===== src/rtl/ratio_calc_pkg.sv =====
package ratio_calc_pkg;
  typedef enum logic [2:0] {
    ST_IDLE,
    ST_INT,
    ST_FRAC,
    ST_CORR,
    ST_FINISH
  } calc_state_t;
endpackage


===== src/rtl/ratio_operands.sv =====
// Forms the dividends for the trial-numerator and correction divides.
module ratio_operands #(
  parameter int NUM_W  = 32,
  parameter int FRAC_W = 20,
  parameter int DVD_W  = 64
) (
  input  logic [NUM_W-1:0]  rem_val,
  input  logic [FRAC_W-1:0] frac_num,
  input  logic [NUM_W-1:0]  den,
  output logic [DVD_W-1:0]  scaled_rem,
  output logic [DVD_W-1:0]  back_prod
);
  localparam int PROD_W = NUM_W + FRAC_W;

  logic [PROD_W-1:0] scaled;
  logic [PROD_W-1:0] back;

  // rem * (2^FRAC_W - 1) as a shift and a subtract
  assign scaled = {rem_val, {FRAC_W{1'b0}}} - {{FRAC_W{1'b0}}, rem_val};
  assign back   = {{FRAC_W{1'b0}}, den} * {{NUM_W{1'b0}}, frac_num};

  assign scaled_rem = DVD_W'(scaled);
  assign back_prod  = DVD_W'(back);
endmodule


===== src/rtl/ratio_div_serial.sv =====
// Restoring divider: one quotient bit per clock, quotient and remainder together.
module ratio_div_serial #(
  parameter int DVD_W = 64,
  parameter int DVS_W = 32
) (
  input  logic             clk,
  input  logic             rst_n,
  input  logic             go,
  input  logic [DVD_W-1:0] dividend,
  input  logic [DVS_W-1:0] divisor,
  output logic             done,
  output logic [DVD_W-1:0] quotient,
  output logic [DVS_W-1:0] remainder
);
  localparam int CNT_W = $clog2(DVD_W + 1);

  logic [DVS_W-1:0] rem_q;
  logic [DVD_W-1:0] shf_q;
  logic [CNT_W-1:0] cnt_q;
  logic             run_q;
  logic             done_q;
  logic [DVS_W:0]   trial;
  logic [DVS_W:0]   diff;
  logic             take;

  always_comb begin
    trial = {rem_q, shf_q[DVD_W-1]};
    diff  = trial - {1'b0, divisor};
    take  = (trial >= {1'b0, divisor});
  end

  always_ff @(posedge clk) begin
    if (!rst_n) begin
      rem_q  <= '0;
      shf_q  <= '0;
      cnt_q  <= '0;
      run_q  <= 1'b0;
      done_q <= 1'b0;
    end else begin
      done_q <= 1'b0;
      if (go) begin
        rem_q <= '0;
        shf_q <= dividend;
        cnt_q <= CNT_W'(DVD_W);
        run_q <= 1'b1;
      end else if (run_q) begin
        rem_q <= take ? diff[DVS_W-1:0] : trial[DVS_W-1:0];
        shf_q <= {shf_q[DVD_W-2:0], take};
        cnt_q <= cnt_q - 1'b1;
        if (cnt_q == CNT_W'(1)) begin
          run_q  <= 1'b0;
          done_q <= 1'b1;
        end
      end
    end
  end

  assign done      = done_q;
  assign quotient  = shf_q;
  assign remainder = rem_q;
endmodule


===== src/rtl/frac_ratio_calc.sv =====
module frac_ratio_calc #(
  parameter int NUM_W  = 32,
  parameter int FRAC_W = 20,
  parameter int DVD_W  = 64
) (
  input  logic              clk,
  input  logic              rst_n,
  input  logic              req_valid,
  output logic              req_ready,
  input  logic [NUM_W-1:0]  req_num,
  input  logic [NUM_W-1:0]  req_den,
  output logic              res_valid,
  output logic [NUM_W-1:0]  res_int,
  output logic [FRAC_W-1:0] res_frac_num,
  output logic [FRAC_W-1:0] res_frac_den
);
  import ratio_calc_pkg::*;

  localparam logic [FRAC_W-1:0] FRAC_MAX = '1;
  localparam logic [FRAC_W-1:0] FRAC_ONE = FRAC_W'(1);

  calc_state_t       state_q;
  logic [NUM_W-1:0]  den_q;
  logic [NUM_W-1:0]  rem_q;
  logic [NUM_W-1:0]  int_st_q;
  logic [FRAC_W-1:0] b_st_q;
  logic [FRAC_W-1:0] c_st_q;
  logic              div_go_q;
  logic [DVD_W-1:0]  div_dvd_q;
  logic [NUM_W-1:0]  div_dvs_q;
  logic              res_valid_q;
  logic [NUM_W-1:0]  res_int_q;
  logic [FRAC_W-1:0] res_b_q;
  logic [FRAC_W-1:0] res_c_q;

  logic              div_done;
  logic [DVD_W-1:0]  div_quot;
  logic [NUM_W-1:0]  div_rem;
  logic [DVD_W-1:0]  scaled_rem;
  logic [DVD_W-1:0]  back_prod;
  logic              req_fire;
  logic              corr_fits;
  logic              corr_above;

  assign req_ready  = (state_q == ST_IDLE);
  assign req_fire   = req_valid && req_ready;
  assign corr_fits  = ~|div_quot[DVD_W-1:FRAC_W];
  assign corr_above = div_quot[FRAC_W-1:0] > b_st_q;

  ratio_operands #(
    .NUM_W (NUM_W),
    .FRAC_W(FRAC_W),
    .DVD_W (DVD_W)
  ) u_operands (
    .rem_val   (div_rem),
    .frac_num  (div_quot[FRAC_W-1:0]),
    .den       (den_q),
    .scaled_rem(scaled_rem),
    .back_prod (back_prod)
  );

  ratio_div_serial #(
    .DVD_W(DVD_W),
    .DVS_W(NUM_W)
  ) u_divider (
    .clk      (clk),
    .rst_n    (rst_n),
    .go       (div_go_q),
    .dividend (div_dvd_q),
    .divisor  (div_dvs_q),
    .done     (div_done),
    .quotient (div_quot),
    .remainder(div_rem)
  );

  always_ff @(posedge clk) begin
    if (!rst_n) begin
      state_q     <= ST_IDLE;
      den_q       <= '0;
      rem_q       <= '0;
      int_st_q    <= '0;
      b_st_q      <= '0;
      c_st_q      <= '0;
      div_go_q    <= 1'b0;
      div_dvd_q   <= '0;
      div_dvs_q   <= '0;
      res_valid_q <= 1'b0;
      res_int_q   <= '0;
      res_b_q     <= '0;
      res_c_q     <= '0;
    end else begin
      div_go_q    <= 1'b0;
      res_valid_q <= 1'b0;
      case (state_q)
        ST_IDLE: begin
          if (req_fire) begin
            den_q <= req_den;
            if (req_den == '0) begin
              int_st_q <= '1;
              b_st_q   <= '0;
              c_st_q   <= FRAC_ONE;
              state_q  <= ST_FINISH;
            end else begin
              div_dvd_q <= DVD_W'(req_num);
              div_dvs_q <= req_den;
              div_go_q  <= 1'b1;
              state_q   <= ST_INT;
            end
          end
        end
        ST_INT: begin
          if (div_done) begin
            int_st_q <= div_quot[NUM_W-1:0];
            rem_q    <= div_rem;
            if (div_rem == '0) begin
              b_st_q  <= '0;
              c_st_q  <= FRAC_ONE;
              state_q <= ST_FINISH;
            end else begin
              div_dvd_q <= scaled_rem;
              div_dvs_q <= den_q;
              div_go_q  <= 1'b1;
              state_q   <= ST_FRAC;
            end
          end
        end
        ST_FRAC: begin
          if (div_done) begin
            b_st_q    <= div_quot[FRAC_W-1:0];
            div_dvd_q <= back_prod;
            div_dvs_q <= rem_q;
            div_go_q  <= 1'b1;
            state_q   <= ST_CORR;
          end
        end
        ST_CORR: begin
          if (div_done) begin
            c_st_q  <= (corr_fits && corr_above) ? div_quot[FRAC_W-1:0] : FRAC_MAX;
            state_q <= ST_FINISH;
          end
        end
        ST_FINISH: begin
          res_int_q   <= int_st_q;
          res_b_q     <= b_st_q;
          res_c_q     <= c_st_q;
          res_valid_q <= 1'b1;
          state_q     <= ST_IDLE;
        end
        default: state_q <= ST_IDLE;
      endcase
    end
  end

  assign res_valid    = res_valid_q;
  assign res_int      = res_int_q;
  assign res_frac_num = res_b_q;
  assign res_frac_den = res_c_q;
endmodule


===== config.mk =====
export PLATFORM = sky130hd
export DESIGN_NAME = frac_ratio_calc
export DESIGN_NICKNAME = d
export VERILOG_FILES = /design/src/rtl/ratio_calc_pkg.sv /design/src/rtl/ratio_operands.sv /design/src/rtl/ratio_div_serial.sv /design/src/rtl/frac_ratio_calc.sv
export SDC_FILE = /design/constraint.sdc
export NUM_CORES = 2
export LEC_CHECK = 0
export BUFFER_PORTS_ARGS = -buffer_cell sky130_fd_sc_hd__buf_2
export CAP_MARGIN = 25
export CORE_AREA = 2 2 233 407
export DETAILED_ROUTE_END_ITERATION = 10
export DIE_AREA = 0 0 235 409
export SLEW_MARGIN = 15
export SYNTH_ARGS = -nofsm -noshare
export SYNTH_HDL_FRONTEND = slang
export SYNTH_SLANG_ARGS = --single-unit
export TNS_END_PERCENT = 10

===== constraint.sdc =====
create_clock -name clk -period 7.05 [get_ports clk]
set_input_delay 0.3525 -clock clk [delete_from_list [all_inputs] [get_ports clk]]
set_output_delay 0.3525 -clock clk [all_outputs]
set_load 0.05 [all_outputs]

==> results.sh <==
export IMPL_dieWidth_um=235
export IMPL_grt_setup_unrepaired="true"
export IMPL_crit_cells=25
export IMPL_synthDistinctLibCells=78
export IMPL_pre_cts_ws_ps=-64.71
export IMPL_crit_type="flop to flop"
export IMPL_status="complete, no violations"
export IMPL_area_growth_pct=11.44
export IMPL_row_count=148
export IMPL_drc_errors=0
export IMPL_cts_sinks=402
export IMPL_fin_crit_ps=6831
export IMPL_seq_area_frac_synth_pct=19.44
export IMPL_synthesis_nets=5775
export IMPL_syn_area_um2=41400
export IMPL_drtIter0Drc=2340
export IMPL_p_leak_nw=21.59
export IMPL_crit_path_end="div_dvd_q[50]$_SDFFE_PN0P_"
export IMPL_cts_buffers=42
export IMPL_firstDrtPassIters=5
export IMPL_worst_slack_ps=219.0
export IMPL_cp_buffers_inverters=7
export IMPL_netlist_instances=4942
export IMPL_ys_ff_latch=402
export IMPL_holdBufCountCts=0
export IMPL_die_height_um=409
export IMPL_mostFrequentLayoutCell="nand2_1"
export IMPL_io_buffers=140
export IMPL_worst_pin_slew_ps=1038
export IMPL_wl_per_cell_um=23.36
export IMPL_htreeDepth=2
export IMPL_fmax_mhz=146.4
export IMPL_ant_nets=0
export IMPL_root_buffer="clkbuf_16"
export IMPL_initial_core_util_pct=44.62
export IMPL_die_area_um2=96120
export IMPL_final_cell_mix="nand2_1, inv_1, fa_1"
export IMPL_cts_buffer_depth=3
export IMPL_cts_tree="done"
export IMPL_cp_common_cell="fa_1"
export IMPL_core_um2=92770
export IMPL_grt_pass1_vias=37260
export IMPL_vias=35370
export IMPL_report_final_setup_viol=0
export IMPL_avgSynthCellArea_um2=8.376
export IMPL_fin_util_pct=49.72
export IMPL_skew_ps=23.59
export IMPL_crit_required_ps=7520
export IMPL_cp_start_kind="flop"
export IMPL_cpPeakStageDelay_ps=560
export IMPL_r2r_slack_ps=220
export IMPL_synth_top_area_share_pct=25.97
export IMPL_holdCritPathClass="primary input to flop"
export IMPL_ys_async_sr_fraction_pct=0
export IMPL_grt_pass1_wl_mm=221.9
export IMPL_grt_use_total_pct=30.17
export IMPL_placed_cells_incl_taps=6152
export IMPL_min_period_over_period_pct=96.89
export IMPL_grt_overflow=0
export IMPL_synth_edf_count=0
export IMPL_worstPathArrival_ps=7300
export IMPL_post_route_cell_area_um2=46130
export IMPL_synth_top_area_cell="fa_1"
export IMPL_slew_headroom_pct=30.79
export IMPL_yosysWarnings=0
export IMPL_ir_worst_vdd_v=0.0001631
export IMPL_final_cells=6238
export IMPL_hold_violations=0
export IMPL_reg2regPathDepth=25
export IMPL_viasPerCell=5.670
export IMPL_worstSetupEndpointType="flop"
export IMPL_r2r_end="div_dvd_q[50]$_SDFFE_PN0P_"
export IMPL_maxCapViolations=0
export IMPL_clk_pin_slew_worst_paths_ps=70
export IMPL_grt_max_degree=120
export IMPL_drive_gt1_share_pct=11.22
export IMPL_slew_violations=0
export IMPL_critPathTopFamily="adder cells"
export IMPL_crit_start="den_q[11]$_SDFFE_PN0P_"
export IMPL_synth_flop_cell="dfxtp_1"
export IMPL_cp_slowest_cell="fa_1"
export IMPL_grt_antenna_before_repair=5
export IMPL_hold_worst_slack_ps=29.18
export IMPL_fin_nets=5835
export IMPL_gp_congestion=1.013
export IMPL_worst_skew_pair_late_latency_ps=600
export IMPL_routed_wl_mm=145.7
export IMPL_synthTopCellsByArea="fa_1, dfxtp_1, nand2_1"
export IMPL_dp_hpwl_mm=113.7
export IMPL_place_area_um2=44450
export IMPL_reg2reg_from="den_q[11]$_SDFFE_PN0P_"
export IMPL_p_per_area_nw_per_um2=160.4
export IMPL_io_pins=141
export IMPL_critical_path_peak_fanout=16
-- how the worst min path moves through the flow --
stage,cells after the start,slack (ps),startpoint,end
3_5_place_dp,2,440,c_st_q[12]$_SDFFE_PN0P_,c_st_q[12]$_SDFFE_PN0P_
5_1_grt,3,40,req_den[28],den_q[28]$_SDFFE_PN0P_
3_3_place_gp,2,440,c_st_q[4]$_SDFFE_PN0P_,c_st_q[4]$_SDFFE_PN0P_
6_report,3,30,req_den[28],den_q[28]$_SDFFE_PN0P_
2_1_floorplan,2,420,c_st_q[10]$_SDFFE_PN0P_,c_st_q[10]$_SDFFE_PN0P_
4_1_cts,3,6,req_den[28],den_q[28]$_SDFFE_PN0P_
-- Yosys cell counts, drive strengths merged, types with 12 or more instances --
master,instances
o21ai,191
inv,677
buf,65
nand3,89
fa,537
nor2,127
a21boi,160
and3,20
dfxtp,402
nand2b,24
ha,229
clkbuf,297
a211oi,15
a22oi,46
o21a,21
xor2,40
o211a,49
a221oi,28
nor2b,17
mux2i,95
o211ai,19
a31oi,13
nand4,37
nor3,58
nand2,861
or3,14
a21o,56
o221a,32
or2,14
xnor2,74
nor4,33
o21bai,12
and2,343
a21oi,138
-- where the power goes --
part / switching [W] / internal, W / total [W]
Combinational: 0.00160 / 0.000946 / 0.00254
Clock: 0.00107 / 0.00125 / 0.00232
Sequential: 0.000150 / 0.00239 / 0.00254
-- cell type report --
| cell class | count | area, um2 |
|---|---|---|
| well taps | 1200 | 1501 |
| clock inverters | 21 | 202.7 |
| flip-flops and latches | 402 | 8070 |
| fillers | 9037 | 46640 |
| clock buffers | 56 | 1194 |
| inverters | 677 | 2541 |
| multi-input cells | 3501 | 29650 |
| diodes | 3 | 7.507 |
| repair buffers | 378 | 2963 |
-- through the flow --
stage,TNS [ps],power (W)
finish,0,0.007398
global route,-158.1,0.007711
CTS,0,0.007386
detailed placement,-116.3,0.005061
global placement,-13.33,0.005054
floorplan,0,0.004131
-- cells by family (layout without fill, tap and decap cells) --
group | after synthesis | in the layout | synth area share [%]
AO/OA/AOI/OAI | 860 | 860 | 14.53
XOR/XNOR | 114 | 114 | 2.412
adder cells (fa/ha/maj) | 766 | 766 | 32.89
buffers and inverters | 1039 | 1132 | 9.512
flip-flops | 402 | 402 | 19.44
multiplexers | 97 | 97 | 2.352
other | 0 | 3 | 0
AND/OR/NAND/NOR | 1664 | 1664 | 18.87
-- flip-flops by register name (all words and copies together) (netlist names) --
name,flops
res_int,32
b_st_q,20
res_frac_den,20
u_divider.run_q,1
u_divider.remainder,32
u_divider.quotient,64
div_go_q,1
res_valid,1
c_st_q,20
u_divider.cnt_q,7
div_dvd_q,52
rem_q,32
int_st_q,32
state_q,3
div_dvs_q,32
res_frac_num,20
u_divider.done,1
den_q,32
-- what timing repair did --
action                     in CTS  in global routing
pin swaps                       1                 14
setup endpoints to repair       7                 29
resized for setup               6                 55
setup buffers                   0                  4
cloned                          0                  1
-- tightest hold or removal path, stage by stage --
cell,delay [ps]
buf_2,120
nand2_1,50
a21boi_0,60
-- per-layer routing --
layer	share of wire [%]	vias to the layer above	global-route usage [%]
li1	-	16000	-
met1	36	17650	32.53
met2	50	1220	53.76
met3	5.1	504	3.910
met4	8.8	4	22.44
met5	0.018	-	0
(Power assumes the default switching activity.)
